## src/rtl/msi_ind_pkg.sv

```systemverilog
`timescale 1ns/1ps
package msi_ind_pkg;

    typedef enum logic [1:0] {
        ST_IDLE = 2'd0,
        ST_IND  = 2'd1,
        ST_SUM  = 2'd2
    } seq_state_e;

    typedef enum logic [7:0] {
        EV_NONE     = 8'h00,
        EV_NO_ROUTE = 8'h01,
        EV_ACCESS   = 8'h02
    } ev_code_e;

    typedef struct packed {
        ev_code_e    code;
        logic [31:0] qual;
    } event_t;

    localparam int          ISC_W            = 3;
    localparam int          ISC_SHIFT        = 27;
    localparam int          QUAL_VEC_SHIFT   = 8;
    localparam logic [31:0] IRQ_ADAPTER_FLAG = 32'h8000_0000;

    // Bit 0 of a byte position is the most significant bit of the byte.
    function automatic logic [7:0] msb_mask(input logic [2:0] pos);
        return 8'h80 >> pos;
    endfunction

    function automatic logic [31:0] make_irq_word(input logic [ISC_W-1:0] isc);
        return IRQ_ADAPTER_FLAG | (32'(isc) << ISC_SHIFT);
    endfunction

endpackage

```

## src/rtl/msi_route_lookup.sv

```systemverilog
`timescale 1ns/1ps
module msi_route_lookup
    import msi_ind_pkg::*;
#(
    parameter int NUM_FUNC = 4,
    parameter int DATA_W   = 32,
    parameter int VEC_W    = 8,
    parameter int AW       = 32,
    parameter int OFF_W    = 16
) (
    input  logic [DATA_W-1:0]         msi_data,
    input  logic [NUM_FUNC-1:0]       rt_valid,
    input  logic [NUM_FUNC*AW-1:0]    rt_ind_base,
    input  logic [NUM_FUNC*OFF_W-1:0] rt_ind_off,
    input  logic [NUM_FUNC*AW-1:0]    rt_sum_base,
    input  logic [NUM_FUNC*OFF_W-1:0] rt_sum_off,
    input  logic [NUM_FUNC*ISC_W-1:0] rt_isc,
    output logic                      hit,
    output logic [VEC_W-1:0]          vec,
    output logic [AW-1:0]             ind_addr,
    output logic [7:0]                ind_mask,
    output logic [AW-1:0]             sum_addr,
    output logic [7:0]                sum_mask,
    output logic [ISC_W-1:0]          isc
);
    localparam int FID_W = DATA_W - VEC_W;
    localparam int IDX_W = (NUM_FUNC > 1) ? $clog2(NUM_FUNC) : 1;

    logic [AW-1:0]    ib_a  [NUM_FUNC];
    logic [OFF_W-1:0] io_a  [NUM_FUNC];
    logic [AW-1:0]    sb_a  [NUM_FUNC];
    logic [OFF_W-1:0] so_a  [NUM_FUNC];
    logic [ISC_W-1:0] isc_a [NUM_FUNC];

    for (genvar f = 0; f < NUM_FUNC; f++) begin : g_unpack
        assign ib_a[f]  = rt_ind_base[f*AW +: AW];
        assign io_a[f]  = rt_ind_off[f*OFF_W +: OFF_W];
        assign sb_a[f]  = rt_sum_base[f*AW +: AW];
        assign so_a[f]  = rt_sum_off[f*OFF_W +: OFF_W];
        assign isc_a[f] = rt_isc[f*ISC_W +: ISC_W];
    end

    logic [FID_W-1:0] fid;
    logic [IDX_W-1:0] idx;
    logic             in_range;
    logic [AW-1:0]    sel_ib, sel_sb;
    logic [OFF_W-1:0] sel_io, sel_so;
    logic [OFF_W:0]   ind_pos;

    assign fid      = msi_data[DATA_W-1:VEC_W];
    assign vec      = msi_data[VEC_W-1:0];
    assign idx      = fid[IDX_W-1:0];
    assign in_range = fid < FID_W'(NUM_FUNC);

    always_comb begin
        hit    = 1'b0;
        sel_ib = '0;
        sel_io = '0;
        sel_sb = '0;
        sel_so = '0;
        isc    = '0;
        for (int f = 0; f < NUM_FUNC; f++) begin
            if (in_range && idx == IDX_W'(f)) begin
                hit    = rt_valid[f];
                sel_ib = ib_a[f];
                sel_io = io_a[f];
                sel_sb = sb_a[f];
                sel_so = so_a[f];
                isc    = isc_a[f];
            end
        end
    end

    assign ind_pos  = {1'b0, sel_io} + (OFF_W+1)'(vec);
    assign ind_addr = sel_ib + AW'(ind_pos >> 3);
    assign ind_mask = msb_mask(ind_pos[2:0]);
    assign sum_addr = sel_sb + AW'(sel_so >> 3);
    assign sum_mask = msb_mask(sel_so[2:0]);

endmodule

```

## src/rtl/msi_rmw_seq.sv

```systemverilog
`timescale 1ns/1ps
module msi_rmw_seq
    import msi_ind_pkg::*;
#(
    parameter int AW    = 32,
    parameter int VEC_W = 8
) (
    input  logic             clk,
    input  logic             rst,
    input  logic             msi_valid,
    input  logic             hit,
    input  logic [VEC_W-1:0] vec,
    input  logic [AW-1:0]    ind_addr,
    input  logic [7:0]       ind_mask,
    input  logic [AW-1:0]    sum_addr,
    input  logic [7:0]       sum_mask,
    input  logic [ISC_W-1:0] isc,
    output logic             msi_ready,
    output logic             mem_req,
    output logic [AW-1:0]    mem_addr,
    output logic [7:0]       mem_mask,
    input  logic             mem_ack,
    input  logic             mem_err,
    input  logic [7:0]       mem_old,
    output logic             irq_valid,
    output logic [31:0]      irq_word,
    output logic             err_valid,
    output event_t           err_ev
);
    seq_state_e       state;
    logic [AW-1:0]    cur_addr, sum_addr_q;
    logic [7:0]       cur_mask, sum_mask_q;
    logic [ISC_W-1:0] isc_q;

    always_ff @(posedge clk) begin
        if (rst) begin
            state      <= ST_IDLE;
            cur_addr   <= '0;
            cur_mask   <= '0;
            sum_addr_q <= '0;
            sum_mask_q <= '0;
            isc_q      <= '0;
            irq_valid  <= 1'b0;
            irq_word   <= '0;
            err_valid  <= 1'b0;
            err_ev     <= '{code: EV_NONE, qual: '0};
        end else begin
            irq_valid <= 1'b0;
            err_valid <= 1'b0;
            unique case (state)
                ST_IDLE: if (msi_valid) begin
                    if (!hit) begin
                        err_valid <= 1'b1;
                        err_ev    <= '{code: EV_NO_ROUTE,
                                       qual: 32'(vec) << QUAL_VEC_SHIFT};
                    end else begin
                        cur_addr   <= ind_addr;
                        cur_mask   <= ind_mask;
                        sum_addr_q <= sum_addr;
                        sum_mask_q <= sum_mask;
                        isc_q      <= isc;
                        state      <= ST_IND;
                    end
                end
                ST_IND: if (mem_ack) begin
                    if (mem_err) begin
                        err_valid <= 1'b1;
                        err_ev    <= '{code: EV_ACCESS, qual: '0};
                        state     <= ST_IDLE;
                    end else begin
                        cur_addr <= sum_addr_q;
                        cur_mask <= sum_mask_q;
                        state    <= ST_SUM;
                    end
                end
                ST_SUM: if (mem_ack) begin
                    if (mem_err) begin
                        err_valid <= 1'b1;
                        err_ev    <= '{code: EV_ACCESS, qual: '0};
                    end else if (mem_old == 8'h00) begin
                        irq_valid <= 1'b1;
                        irq_word  <= make_irq_word(isc_q);
                    end
                    state <= ST_IDLE;
                end
                default: state <= ST_IDLE;
            endcase
        end
    end

    assign msi_ready = (state == ST_IDLE);
    assign mem_req   = (state == ST_IND) || (state == ST_SUM);
    assign mem_addr  = cur_addr;
    assign mem_mask  = cur_mask;

    // a pending request holds address and mask
    a_r10_req_stable: assert property (@(posedge clk) disable iff (rst)
        (mem_req && !mem_ack) |=> (mem_req && $stable(mem_addr) && $stable(mem_mask)));

    // interrupt only after a clean acknowledge that saw a clear byte
    a_r6_irq_needs_clear: assert property (@(posedge clk) disable iff (rst)
        irq_valid |-> $past(mem_ack && !mem_err && mem_old == 8'h00));

    // interrupt is a single-cycle pulse
    a_r6_irq_pulse: assert property (@(posedge clk) disable iff (rst)
        irq_valid |=> !irq_valid);

    // an error event never coincides with an interrupt
    a_r8_err_excludes_irq: assert property (@(posedge clk) disable iff (rst)
        !(irq_valid && err_valid));

    // a failed acknowledge is followed by an access error event
    a_r8_fail_reports: assert property (@(posedge clk) disable iff (rst)
        (mem_req && mem_ack && mem_err) |=> (err_valid && err_ev.code == EV_ACCESS && !mem_req));

endmodule

```

## src/rtl/msi_indicator_setter.sv

```systemverilog
`timescale 1ns/1ps
module msi_indicator_setter
    import msi_ind_pkg::*;
#(
    parameter int NUM_FUNC = 4,
    parameter int DATA_W   = 32,
    parameter int VEC_W    = 8,
    parameter int AW       = 32,
    parameter int OFF_W    = 16
) (
    input  logic                      clk,
    input  logic                      rst,
    input  logic                      msi_valid,
    input  logic [DATA_W-1:0]         msi_data,
    output logic                      msi_ready,
    input  logic [NUM_FUNC-1:0]       rt_valid,
    input  logic [NUM_FUNC*AW-1:0]    rt_ind_base,
    input  logic [NUM_FUNC*OFF_W-1:0] rt_ind_off,
    input  logic [NUM_FUNC*AW-1:0]    rt_sum_base,
    input  logic [NUM_FUNC*OFF_W-1:0] rt_sum_off,
    input  logic [NUM_FUNC*3-1:0]     rt_isc,
    output logic                      mem_req,
    output logic [AW-1:0]             mem_addr,
    output logic [7:0]                mem_mask,
    input  logic                      mem_ack,
    input  logic                      mem_err,
    input  logic [7:0]                mem_old,
    output logic                      irq_valid,
    output logic [31:0]               irq_word,
    output logic                      err_valid,
    output logic [7:0]                err_code,
    output logic [31:0]               err_qual
);
    logic             hit;
    logic [VEC_W-1:0] vec;
    logic [AW-1:0]    ind_addr, sum_addr;
    logic [7:0]       ind_mask, sum_mask;
    logic [ISC_W-1:0] isc;
    event_t           err_ev;

    msi_route_lookup #(
        .NUM_FUNC(NUM_FUNC), .DATA_W(DATA_W), .VEC_W(VEC_W),
        .AW(AW), .OFF_W(OFF_W)
    ) u_lookup (
        .msi_data   (msi_data),
        .rt_valid   (rt_valid),
        .rt_ind_base(rt_ind_base),
        .rt_ind_off (rt_ind_off),
        .rt_sum_base(rt_sum_base),
        .rt_sum_off (rt_sum_off),
        .rt_isc     (rt_isc),
        .hit        (hit),
        .vec        (vec),
        .ind_addr   (ind_addr),
        .ind_mask   (ind_mask),
        .sum_addr   (sum_addr),
        .sum_mask   (sum_mask),
        .isc        (isc)
    );

    msi_rmw_seq #(.AW(AW), .VEC_W(VEC_W)) u_seq (
        .clk      (clk),
        .rst      (rst),
        .msi_valid(msi_valid),
        .hit      (hit),
        .vec      (vec),
        .ind_addr (ind_addr),
        .ind_mask (ind_mask),
        .sum_addr (sum_addr),
        .sum_mask (sum_mask),
        .isc      (isc),
        .msi_ready(msi_ready),
        .mem_req  (mem_req),
        .mem_addr (mem_addr),
        .mem_mask (mem_mask),
        .mem_ack  (mem_ack),
        .mem_err  (mem_err),
        .mem_old  (mem_old),
        .irq_valid(irq_valid),
        .irq_word (irq_word),
        .err_valid(err_valid),
        .err_ev   (err_ev)
    );

    assign err_code = err_ev.code;
    assign err_qual = err_ev.qual;

    // unrouted MSI reports at once and starts no access
    a_r3_unrouted_event: assert property (@(posedge clk) disable iff (rst)
        (msi_valid && msi_ready && !hit) |=>
            (err_valid && err_code == 8'h01 && !mem_req));

    // a busy block never also claims to be ready
    a_r9_busy_not_ready: assert property (@(posedge clk) disable iff (rst)
        mem_req |-> !msi_ready);

endmodule

```

## config.mk

```make
export PLATFORM = sky130hd
export DESIGN_NAME = msi_indicator_setter
export DESIGN_NICKNAME = d
export VERILOG_FILES = /design/src/rtl/msi_ind_pkg.sv /design/src/rtl/msi_route_lookup.sv /design/src/rtl/msi_rmw_seq.sv /design/src/rtl/msi_indicator_setter.sv
export SDC_FILE = /design/constraint.sdc
export NUM_CORES = 1
export LEC_CHECK = 0
export BUFFER_PORTS_ARGS = -buffer_cell sky130_fd_sc_hd__buf_2
export CAP_MARGIN = 5
export CORE_AREA = 2 2 217 219
export CTS_CLUSTER_SIZE = 20
export DETAILED_ROUTE_END_ITERATION = 10
export DIE_AREA = 0 0 219 221
export PLACE_DENSITY_LB_ADDON = 0.3
export SYNTH_ARGS = -nofsm -noshare
export SYNTH_HDL_FRONTEND = slang
export SYNTH_HIERARCHICAL = 1
export SYNTH_SLANG_ARGS = --single-unit
```

## constraint.sdc

```tcl
create_clock -name clk -period 5.9 [get_ports clk]
set_input_delay 0.59 -clock clk [delete_from_list [all_inputs] [get_ports clk]]
set_output_delay 0.59 -clock clk [all_outputs]
set_load 0.03 [all_outputs]
```

Word-level counts from Yosys, hierarchy flattened. Cells that the tools add are included.

Flip-flop bits (word level): 131. Bits in latches: 0. Memory bits (writable): 0. Bits in read-only memories: 0. Input bits: 445. Output and inout port bits: 116. Memories: 0.

Add/subtract/negate cells: 3. $mul: 0. Divide/modulo/power cells: 0. Order comparisons: 1. Equality and inequality tests: 13. Shift-type cells: 2. Muxes and demuxes: 51. Bitwise gates (word level): 3. Reductions and logical operators: 17.

Operators with widths (count): 32-bit two-way mux (12); 40-bit two-way mux (4); 16-bit two-way mux (8); 40-bit one-hot mux with 2 select lines (1); 32-bit one-hot mux with 2 select lines (1); 32-bit by 13-bit adder with 32-bit output (1); 32-bit by 14-bit adder with 32-bit output (1); 8-bit two-way mux (4); 24-bit by 3-bit < comparator with 1-bit output, second input constant (1); 16-bit by 8-bit adder with 17-bit output (1); 8-bit one-hot mux with 2 select lines (1); 8-bit by 3-bit >> shifter with 8-bit output, first input constant (2); 3-bit two-way mux (4); 2-bit two-way mux (5); 2-bit != test, second input constant (5); 5-bit AND reduction (2); 1-bit two-way mux (9); 8-bit zero test (1); 4-bit AND reduction (2); 2-bit == test, second input constant (3); 2-bit by 1-bit != test with 1-bit output, second input constant (3); 2-bit one-hot mux with 3 select lines (1); 2-bit by 1-bit == test with 1-bit output, second input constant (2); 1-bit logical AND (4); other kinds (8) (12).

Logic depth before layout (Yosys ltp). Gate-level depths: netlist (run 1).

Word-level depth: 11. Depth in mapped cells: 30. Gate-level depth less buffers: 23.

Modules after synthesis. The synthesis (run 1) kept the hierarchy.

Modules (own cells, without submodules): msi_route_lookup (times used 1, cells each 636, area each 5801.8 µm²); msi_rmw_seq (times used 1, cells each 521, area each 4817.1 µm²).

Worst setup path after synthesis (run 1). OpenSTA, ideal clock, no wires.

Path kind: input -> register. Start: input port msi_data[8]. End: register u_seq.cur_addr[24] (netlist: u_seq/mem_addr[24]). Library setup time: 0.081 ns. Data arrival time: 6.232 ns. Data required time: 5.819 ns. Path slack: -0.413 ns. Cell stages on the path: 29. Buffers on the path: 8. Cells stage by stage: buf_6 > buf_12 > buf_12 > buf_6 > buf_4 > buf_4 > buf_4 > buf_4 > mux4_2 > and3_1 > ha_1 > inv_1 > fa_1 > nor2b_1 > o21ai_0 > a21oi_1 > o31ai_1 > nand2b_1 > xor2_1 > ha_1 > o21ai_0 > o21ai_0 > o21ai_0 > o31ai_2 > nand3_1 > or3_1 > a21oi_1 > mux2i_1 > a211oi_2.

Cells in the longest elaborated chain, start to end: 11. Elaborated cells between the ends (all ways): 28. Those cells by class: add/sub (2); order compare (1); eq/ne (4); mux (15); reduce/logical (6).

Ends and longest elaborated chain: from (decl) (RTL line msi_indicator_setter.sv:14) `input logic [DATA_W-1:0] msi_data,`; 24-bit by 3-bit < comparator with 1-bit output or 2-bit zero test (tied branches) (RTL line msi_route_lookup.sv:53, msi_route_lookup.sv:63); 1-bit logical AND (RTL line msi_route_lookup.sv:63) `if (in_range && idx == IDX_W'(f)) begin`; 16-bit two-way mux (4 in a row) (RTL line msi_route_lookup.sv:63); 16-bit by 8-bit adder with 17-bit output (RTL line msi_route_lookup.sv:74) `assign ind_pos = {1'b0, sel_io} + (OFF_W+1)'(vec);`; 32-bit by 14-bit adder with 32-bit output (*) (RTL line msi_route_lookup.sv:75) `assign ind_addr = sel_ib + AW'(ind_pos >> 3);`; net ind_addr[24] (RTL line msi_indicator_setter.sv:36) `logic [AW-1:0] ind_addr, sum_addr;`; 32-bit two-way mux (*) (RTL line msi_rmw_seq.sv:52) `if (!hit) begin`; 32-bit two-way mux (*) (RTL line msi_rmw_seq.sv:51) `ST_IDLE: if (msi_valid) begin`; 32-bit one-hot mux with 2 select lines (*) (RTL line msi_rmw_seq.sv:50) `unique case (state)`; to (signal assigned) (RTL line msi_rmw_seq.sv:57) `cur_addr <= ind_addr;`; to (signal assigned) (RTL line msi_rmw_seq.sv:71) `cur_addr <= sum_addr_q;`; to (decl) (RTL line msi_rmw_seq.sv:31) `logic [AW-1:0] cur_addr, sum_addr_q;`.

The timed path passes the listed nets; every way through them passes the cells marked *. The select of a mux whose other input is x is not followed. A chain may end at the register's enable or synchronous reset.

Worst setup path after layout (run 1).
Start: input port msi_data[15]. End: register u_seq.cur_addr[24] (netlist: u_seq/mem_addr[24]).

Cells in the longest elaborated chain, start to end: 11. Elaborated cells between the ends (all ways): 24. Those cells by class: add/sub (2); order compare (1); eq/ne (1); mux (15); reduce/logical (5).

Ends and longest elaborated chain: 24-bit by 3-bit < comparator with 1-bit output (*) (RTL line msi_route_lookup.sv:53) `assign in_range = fid < FID_W'(NUM_FUNC);`; 1-bit logical AND (RTL line msi_route_lookup.sv:63); 16-bit two-way mux (4 in a row) (RTL line msi_route_lookup.sv:63); 16-bit by 8-bit adder with 17-bit output (RTL line msi_route_lookup.sv:74); 32-bit by 14-bit adder with 32-bit output (*) (RTL line msi_route_lookup.sv:75); net ind_addr[24] (RTL line msi_indicator_setter.sv:36); 32-bit two-way mux (*) (RTL line msi_rmw_seq.sv:52); 32-bit two-way mux (*) (RTL line msi_rmw_seq.sv:51); 32-bit one-hot mux with 2 select lines (*) (RTL line msi_rmw_seq.sv:50).

Marks and branches as above.

==> results.md, run 1 <==
- Final Skew: 0.0125 ns
- Vias: 10500
- Clk pin slew, worst setup/hold paths: 0.09 ns
- Gpl congestion: 0.904
- Hold depth: 2
- DR DRC count: 0
- Die Area: about 0.048 mm²
- Net count reported at finish: 2096
- Vias in the first global route: 10600
- Post-CTS sizing: 0
- Port Buf Inserts: around 500
- DP HPWL: 36700 µm
- WL final: 44500 µm
- TritonCTS clock tree: yes
- # rows: 79
- Drt first pass iters: 5
- Commonest non-fill, non-tap cells in the layout: buf_2, a21oi_1, nand2_1
- R2R Path End: u_seq/mem_addr[2]
- Yosys reg bits: 101
- Final Hold Vio Count: 0
- Global-route wire length before repair: around 65000 µm
- Storage cell area: 0.00202 mm²
- TritonCTS Buffers: 9
- Maximum buffer depth of the clock tree: 2
- Final period util: 88.4%
- Post-synthesis cell type count: 69
- GRT Resource Usage Total: 17.9%
- Worst Tran Pin Value: 0.995 ns
- Mapped Area: 0.0106 mm²
- Fmax: approximately 190 MHz
- Unrepaired setup endpoints after global routing: false
- Synth warn: 6
- Layout area overhead: 29.9%
- Initial antenna violation count: 14
- Worst slew margin: 33.7%
- Synth Instances: 1157
- Final Setup Violations: 0
- Post-CTS Hold Fix Bufs: 0
- Total setup buffers inserted after CTS: 0
- Maximum vdd ir drop: around 180 µV
- Die W: 219 µm
- Pin count of the biggest net entering global routing: 73
- Hold Path Class: reg2reg
- Via density: ~4.7
- Share of cells above drive strength 1: between 40% and 50%
- Critical path type: in2reg
- Finished Cell Area: 0.0138 mm²
- Die Ht: ~220 µm
- R2R setup slack: 2.64 ns
- Reg2reg path depth: 9
- Pwr/cell area: between 100 and 150 mW/mm²
- Ports: between 500 and 600
- Starting Density: a little under a quarter
- Commonest non-fill, non-tap cell in the layout: buf_2
- R2R Path Start: u_seq/state[1]
- Fill cells: 4972
- Async SR Flop Fraction: 0%
- Crit start category: primary input
- H-tree levels: 3
- DP Area: 0.0135 mm²
- CTS root buf: clkbuf_16
- Syn avg cell area: 9.18 µm²
- Endpoint, Worst Hold: u_seq/irq_word[31]
- Grt ovf: 0
- Hold Startpoint: u_seq/irq_word[31]
- Worst-Skew Late Latency: around 0.37 ns
- Worst setup EP type: register
- Routed wire per std cell: approximately 20 µm
- Final max-slew violation count: 0
- Multi-input logic area: 0.00781 mm²
- Post-synth EDFFs: 0
- Crit path time final: approximately 5.2 ns
- Lkg Pwr: 5.99 nW
- Worst Path Required: a little over 6 ns
- Setup_tns: 0 ns
- Prevailing post-synth register cell: dfxtp_1
- Status: complete, no violations
- DRT iter0 DRCs: 637
- Sequential cell area fraction in the yosys report: 19.0%
- Maxcap violations: 0
- Clk sinks: slightly above 100
- Max FO, Critical Path: 6
- Core Area: 0.0461 mm²
- WP data arrival: roughly 5.5 ns
- Final ANT Viol Nets: 0
## registers in the layout, indices dropped and copies added (netlist names)
| register | cells |
|---|---|
| u_seq/sum_mask_q | 8 |
| u_seq/irq_word | 4 |
| u_seq/sum_addr_q | 32 |
| u_seq/mem_addr | 32 |
| u_seq/err_ev | 10 |
| u_seq/mem_mask | 8 |
| u_seq/irq_valid | 1 |
| u_seq/state | 2 |
| u_seq/isc_q | 3 |
| u_seq/err_valid | 1 |
## cells by family (layout without fill, tap and decap cells)
family | count (synthesis) | count (layout) | share of synthesized area, %
adder cells (fa/ha/maj) | 44 | 44 | 5.40
flip-flops | 101 | 101 | 19.0
other | 1 | 67 | 0.0353
multiplexers | 146 | 146 | 26.1
buffers and inverters | 176 | 574 | 9.97
XOR/XNOR | 55 | 55 | 4.54
AO/OA/AOI/OAI | 259 | 259 | 16.7
AND/OR/NAND/NOR | 375 | 375 | 18.2
## worst max-delay path by stage
stage	slack [ns]	end	start	cells after the start
after floorplan	0.007	u_seq/mem_addr[27]	msi_data[8]	29
after global placement	0.46	u_seq/mem_addr[24]	msi_data[15]	23
after detailed placement	0.36	u_seq/mem_addr[24]	msi_data[15]	24
after CTS	0.73	u_seq/mem_addr[24]	msi_data[15]	24
after global routing	0.25	u_seq/mem_addr[26]	msi_data[18]	24
final	0.69	u_seq/mem_addr[24]	msi_data[15]	25
## layer usage
layer  share of wire, %  routed length, µm  track usage, %  vias up
met2                 47              21000            29.8      346
li1                   -                  -               -     5103
met3                5.5               2460            3.40       50
met4                2.5               1130            5.47        6
met5               0.10                 45               0        -
met1                 45              19800            23.3     5038
## critical path, cell delays in order
cell and delay, ns:
buf_2 0.11, nor4_1 0.27, buf_4 0.16, and4_2 0.35
and3_1 0.20, ha_1 0.20, inv_1 0.07, fa_1 0.38
nor2b_1 0.11, o21ai_0 0.12, a21oi_1 0.23, o31ai_2 0.12
nand2b_4 0.17, or3_1 0.36, a21oi_1 0.17, ha_1 0.20
nand3_1 0.15, o211ai_1 0.20, a21oi_1 0.12, o31ai_4 0.10
nand3_2 0.16, or3_1 0.43, a21oi_1 0.15, mux2i_1 0.12
a211oi_2 0.25
## through the flow
step / setup WS [ns] / hold slack [ns] / util [%] / instances / power [W]
2_1_floorplan: 0.00710 / 0.436 / - / 1214 / 0.00103
3_3_place_gp: 0.456 / 0.432 / 29.2 / 2203 / 0.00122
3_5_place_dp: 0.355 / 0.451 / 29.2 / 2203 / 0.00122
4_1_cts: 0.728 / 0.462 / 29.9 / 2219 / 0.00189
5_1_grt: 0.253 / 0.478 / 29.9 / 2226 / 0.00194
6_report: 0.686 / 0.461 / 30.0 / 2228 / 0.00185
## report_power, final
group / total, W / leakage (nW) / internal (W) / switching, W
sequential: 0.000687 / 0.815 / 0.000685 / 0.00000163
clock: 0.000653 / 0.152 / 0.000306 / 0.000347
combinational: 0.000510 / 5.03 / 0.000248 / 0.000263
total: 0.00185 / 5.99 / 0.00124 / 0.000611
## cell type report
class | count | share of cell area (%)
diodes | 9 | 0.163
repair buffers | 533 | 20.1
multi-input cells | 937 | 56.6
clock inverters | 7 | 0.662
flip-flops and latches | 101 | 14.7
inverters | 25 | 0.680
clock buffers | 9 | 1.63
well taps | 607 | 5.51
## synthesized netlist by cell type, types with 25 or more instances
master	number	area share (%)
clkbuf_1	41	1.4
and3_1	62	3.7
a21oi_1	126	5.9
o21ai_0	39	1.8
mux4_2	77	16
a211oi_2	40	4.7
nand2_1	123	4.3
buf_4	79	5.6
ha_1	41	4.8
xnor2_1	25	2.1
xor2_1	30	2.5
mux2i_1	46	4.3
dfxtp_1	101	19
inv_1	25	0.88
nor2_1	65	2.3
Note: power is estimated with default switching activity, not from simulation.
==> run 2, diff against run 1 <==
- CORE_AREA: 2 2 217 219 -> 2 2 221 223
- CTS_BUF_LIST: not set -> sky130_fd_sc_hd__clkbuf_8
- DIE_AREA: 0 0 219 221 -> 0 0 223 225
- RECOVER_POWER: not set -> 50
==> run 2 against run 1 <==
  * The flow now finishes with violations (capacitance limit, slew limit)
  * Clock skew is 0.0038 ns higher
  * Register-to-register slack better by 0.03 ns
  * Via count rose by 0.40%
  * Worst setup slack lost 0.13 ns
  * Core utilization fell by 1.5 points
  * Flip-flop and latch count did not move
  * Sequential power hardly changed
  * First-iteration DRC count fell by 9.7%
  * Global-route usage is 0.78 points lower
  * Non-clock buffer count decreased by 6
==> results.md, run 2 (synthesis results as in run 1) <==
- Crit path cell chain: buf_2, nor4_1, and4_2, buf_4, and3_1, ha_1, nor2b_1, o21ai_0, a21oi_1, o31ai_2, nand2b_4, xor2_1, ha_1, or4_1, o21ai_1, o31ai_4, buf_4, nand4_1, xor2_1, nor2_1, mux2i_1, a211oi_2
- Via density: 4.76
- Grt ovf: 0
- Core Area: 0.0475 mm²
- WL final: roughly 45000 µm
- Net count reported at finish: 2090
- Final Skew: roughly 0.016 ns
- CTS root buf: clkbuf_8
- # rows: 80
- Vias in the first global route: 10500
- DRT iter0 DRCs: between 500 and 600
- Fmax: 187 MHz
- CP top delay family: simple AND/OR/NAND/NOR gates
- Multi-input logic area: between 0.007 and 0.008 mm²
- Final Setup Violations: 0
- Clk sinks: between 100 and 150
- CP max stage delay: 0.52 ns
- Hold Slack: 0.462 ns
- Pwr/cell area: 124 mW/mm²
- Failing checks: capacitance limit, slew limit
- Unrepaired setup endpoints after global routing: false
- Commonest non-fill, non-tap cells in the layout: buf_2, a21oi_1, nand2_1
- Gpl congestion: 0.878
- Post-CTS sizing: 0
- Starting Density: 22.3%
- Maxcap violations: 3
- Total setup buffers inserted after CTS: 0
- DR DRC count: 0
- Ports: ~560
- Critical path type: in2reg
- Vias: roughly 11000
- Crit path time final: 5.34 ns
- TritonCTS clock tree: yes
- WP data arrival: 5.46 ns
- Post-CTS Hold Fix Bufs: 0
- Clk pin slew, worst setup/hold paths: 0.13 ns
- TritonCTS Buffers: 9
- Max FO, Critical Path: 10
- Worst slew margin: -190%
- Worst setup EP type: register
- Lkg Pwr: 5.66 nW
- Maximum vdd ir drop: just over 90 µV
- Global-route wire length before repair: ~64000 µm
- Worst path slowest cell: or4_1
- Final Hold Vio Count: 0
- Layout area overhead: 27.6%
- Commonest non-fill, non-tap cell in the layout: buf_2
- Die W: 223 µm
- Share of cells above drive strength 1: around two fifths
- Initial antenna violation count: 4
- Buf+Inv Stages, Crit Path: 3
- DP HPWL: 37400 µm
- Die Area: 0.0502 mm²
- Routed wire per std cell: 20.1 µm
- Pin count of the biggest net entering global routing: 73
- H-tree levels: 3
- Final max-slew violation count: 165
- Final period util: 90.6%
- Worst Tran Pin Value: 4.36 ns
- Hold Path Class: reg2reg
- Status: complete, but fails checks
- Die Ht: 225 µm
- GRT Resource Usage Total: between 15 and 20%
- Setup_tns: 0 ns
- Final ANT Viol Nets: 0
- Fill cells: roughly 5100
- Drt first pass iters: 5
- Crit start category: primary input
- Maximum buffer depth of the clock tree: 2
- Worst Path Required: ~6 ns
- Port Buf Inserts: 502
- Storage cell area: 0.00202 mm²
- Worst-Skew Late Latency: 0.41 ns
## run 2: worst paths after layout
check	startpoint	to	slack, ns	cells after the start
max	msi_data[26]	u_seq/mem_addr[28]	0.56	22
min	u_seq/irq_word[31]	u_seq/irq_word[31]	0.46	2
max reg2reg	u_seq/state[1]	u_seq/mem_addr[10]	2.67	9
min reg2reg	u_seq/irq_word[31]	u_seq/irq_word[31]	0.46	2
## run 2: worst reg2reg max path, delay by kind of cell, from the launching register on
kind            cells  cell delay, ns
compound gates      2            0.27
fa+ha+maj           1            0.20
buf+inv             4            1.50
flops               1            0.34
simple gates        2            0.61
## run 2: area by class of cell
| cell class | count | area share [%] |
|---|---|---|
| clock inverter | 7 | 0.637 |
| clock buffer | 9 | 0.914 |
| multi-input combinational | 937 | 57.6 |
| antenna | 2 | 0.0369 |
| timing repair buffer | 527 | 19.5 |
| tap | 615 | 5.68 |
| sequential | 101 | 14.9 |
| inverter | 25 | 0.693 |
## run 2: power by group
part	internal, W	switching [W]
clock network	0.000171	0.000312
logic	0.000246	0.000269
registers	0.000686	0.00000203
total	0.00110	0.000583
## run 2: layer usage
layer | GRT usage [%] | part of all wire, %
met1 | 22.8 | 46
met2 | 28.6 | 46
met3 | 3.01 | 5.6
met4 | 4.35 | 2.1
met5 | 0 | 0
## run 2: metrics by stage
stage                     setup WS, ns  util [%]  total power [W]  std cells  instance area [µm²]
after floorplan                0.00710         -          0.00103       1214                10900
after global placement           0.324      28.2          0.00122       2205                13400
after detailed placement         0.191      28.2          0.00123       2205                13400
after CTS                        0.615      28.7          0.00172       2221                13600
after global routing             0.166      28.5          0.00178       2222                13500
final                            0.555      28.5          0.00169       2223                13600
==> run 3, diff against run 2 <==
- CELL_PAD_IN_SITES_DETAIL_PLACEMENT: not set -> 1
- CELL_PAD_IN_SITES_GLOBAL_PLACEMENT: not set -> 1
- CORE_AREA: 2 2 221 223 -> 2 2 215 217
- DIE_AREA: 0 0 223 225 -> 0 0 217 219
==> run 3 against run 2 <==
  * The flow still finishes with violations (capacitance limit, slew limit)
  * Flip-flop and latch count unchanged
  * First-iteration DRC count decreased by 5.9%
  * Power decreased by 0.96%
  * Die area decreased by 5.3%
  * Non-clock buffer count increased by 8
  * Sequential share of layout area about the same
  * Register-to-register slack got worse by 0.12 ns
  * Final area about the same
  * Clock skew decreased by 0.0052 ns
  * Critical path type unchanged
  * Hold slack about the same
  * Core utilization increased by 1.6 points
  * Critical path depth increased by 3
==> results.md, run 3 (synthesis results as in run 1) <==
- Maxcap violations: 2
- Starting Density: 23.6%
- Pin count of the biggest net entering global routing: 58
- TritonCTS Buffers: 9
- Via density: 4.84
- Initial antenna violation count: 7
- Clk sinks: 101
- Die Ht: around 220 µm
- Final ANT Viol Nets: 0
- Clk pwr share: 27.9%
- Global-route wire length before repair: 68300 µm
- DRT iter0 DRCs: 541
- Final Hold Vio Count: 0
- PnR Total Power: around 0.0017 W
- TritonCTS clock tree: yes
- Total setup buffers inserted after CTS: 0
- Final Setup Violations: 0
- Net count reported at finish: 2098
- Hold Path Class: reg2reg
- Final period util: 91.0%
- Worst setup EP type: register
- Critical path type: in2reg
- Clk pin slew, worst setup/hold paths: around 0.11 ns
- Routed wire per std cell: 21.0 µm
- Worst slew margin: -42.7%
- Port Buf Inserts: 502
- Crit start category: primary input
- Grt ovf: 0
- WP data arrival: 5.70 ns
- GRT Resource Usage Total: 19.0%
- Maximum buffer depth of the clock tree: 2
- Gpl congestion: 0.859
- Post-CTS Hold Fix Bufs: 0
- Commonest non-fill, non-tap cells in the layout: buf_2, a21oi_1, nand2_1
- Worst Tran Pin Value: 2.14 ns
- Pwr/cell area: 123 mW/mm²
- Combinational Power Share: 31.0%
- Layout area overhead: 27.7%
- Fill cells: 5525
- Post-CTS sizing: 0
- Failing checks: capacitance limit, slew limit
- Worst Path Required: 6.23 ns
- Share of cells above drive strength 1: 39.2%
- Crit path time final: between 5 and 6 ns
- Vias in the first global route: between 10000 and 15000
- Drt first pass iters: 5
- Die W: between 200 and 250 µm
- DR DRC count: 0
- CTS root buf: clkbuf_8
- WL final: 46600 µm
- Setup_tns: 0 ns
- Final max-slew violation count: 85
- Commonest non-fill, non-tap cell in the layout: buf_2
- Switching pwr: 0.000566 W
- Core Area: 0.0451 mm²
- Status: complete, but fails checks
- Ports: 561
- # rows: 78
- Final Skew: 0.0111 ns
- Die Area: ~0.048 mm²
- Sequential group share of total power: 41.2%
- Internal power component: 0.00110 W
- Max FO, Critical Path: 17
- Worst-Skew Late Latency: 0.41 ns
- Vias: 10700
- Net Sw Frac: 33.9%
- Maximum vdd ir drop: 82.0 µV
- Lkg Pwr: 5.68 nW
- Unrepaired setup endpoints after global routing: false
- H-tree levels: 3
- Fmax: 186 MHz
- DP HPWL: 38900 µm
-- run 3: cell types whose count changed in the layout (fill, tap and decap cells not counted), moves of 2 or more --
| cell | before | now |
|---|---|---|
| clkbuf_1 | 59 | 61 |
| diode_2 | 2 | 5 |
| clkbuf_2 | 2 | 0 |
| clkinvlp_4 | 0 | 2 |
| buf_4 | 23 | 31 |
| clkinv_8 | 3 | 0 |
-- run 3: worst paths after layout --
path | start | endpoint | slack [ns] | cells past startpoint
min | u_seq/isc_q[1] | u_seq/isc_q[1] | 0.46 | 2
max | msi_data[15] | u_seq/mem_addr[23] | 0.53 | 25
max reg2reg | u_seq/state[0] | u_seq/mem_addr[28] | 2.55 | 7
min reg2reg | u_seq/isc_q[1] | u_seq/isc_q[1] | 0.46 | 2
-- run 3: power by group through the flow --
stage                     registers, W  logic, W  clock network, W
after floorplan               0.000712  0.000314                 0
after global placement        0.000703  0.000518                 0
after detailed placement      0.000703  0.000525                 0
after CTS                     0.000688  0.000526          0.000490
after global routing          0.000689  0.000558          0.000513
final                         0.000688  0.000517          0.000466
-- run 3: cell type report --
class / instances / area, µm² / share of cell area [%]
inverter: 25 / 93.8 / 0.692
antenna: 5 / 12.5 / 0.0923
sequential: 101 / 2020 / 14.9
multi-input combinational: 937 / 7790 / 57.4
clock buffer: 10 / 138 / 1.02
timing repair buffer: 535 / 2700 / 19.9
tap: 600 / 751 / 5.54
clock inverter: 6 / 52.6 / 0.388
-- run 3: per-layer routing --
layer  GRT usage [%]  wire (µm)  vias up
met5               0         12        -
met4            5.14        712        2
met3            2.88       2420       28
met2            32.4      22500      350
met1            24.9      20900     5266
li1                -          -     5101
-- run 3: stage by stage --
step | std cells | worst slack, ns | hold WS, ns | cell area (µm²) | util, %
after floorplan | 1214 | 0.00710 | 0.436 | 10900 | -
after global placement | 2198 | 0.416 | 0.433 | 13500 | 29.9
after detailed placement | 2198 | 0.262 | 0.440 | 13500 | 29.9
after CTS | 2214 | 0.696 | 0.442 | 13700 | 30.3
after global routing | 2217 | 0.189 | 0.469 | 13600 | 30.1
final | 2219 | 0.533 | 0.462 | 13600 | 30.1
-- run 3: worst max-delay path, stage by stage --
cell and delay [ns]:
buf_2 0.10, nor4_1 0.27, clkbuf_1 0.20, and4_1 0.43, and3_1 0.23, ha_1 0.21
inv_1 0.08, fa_1 0.39, nor2b_1 0.15, o21ai_0 0.13, a21oi_1 0.24, o31ai_2 0.12
nand2b_4 0.18, or3_1 0.37, a21oi_1 0.17, ha_1 0.31, a21o_1 0.19, a21oi_1 0.18
o211ai_1 0.14, a31oi_2 0.20, buf_4 0.22, o21ai_0 0.11, a21oi_1 0.14, mux2i_1 0.10
a211oi_2 0.26
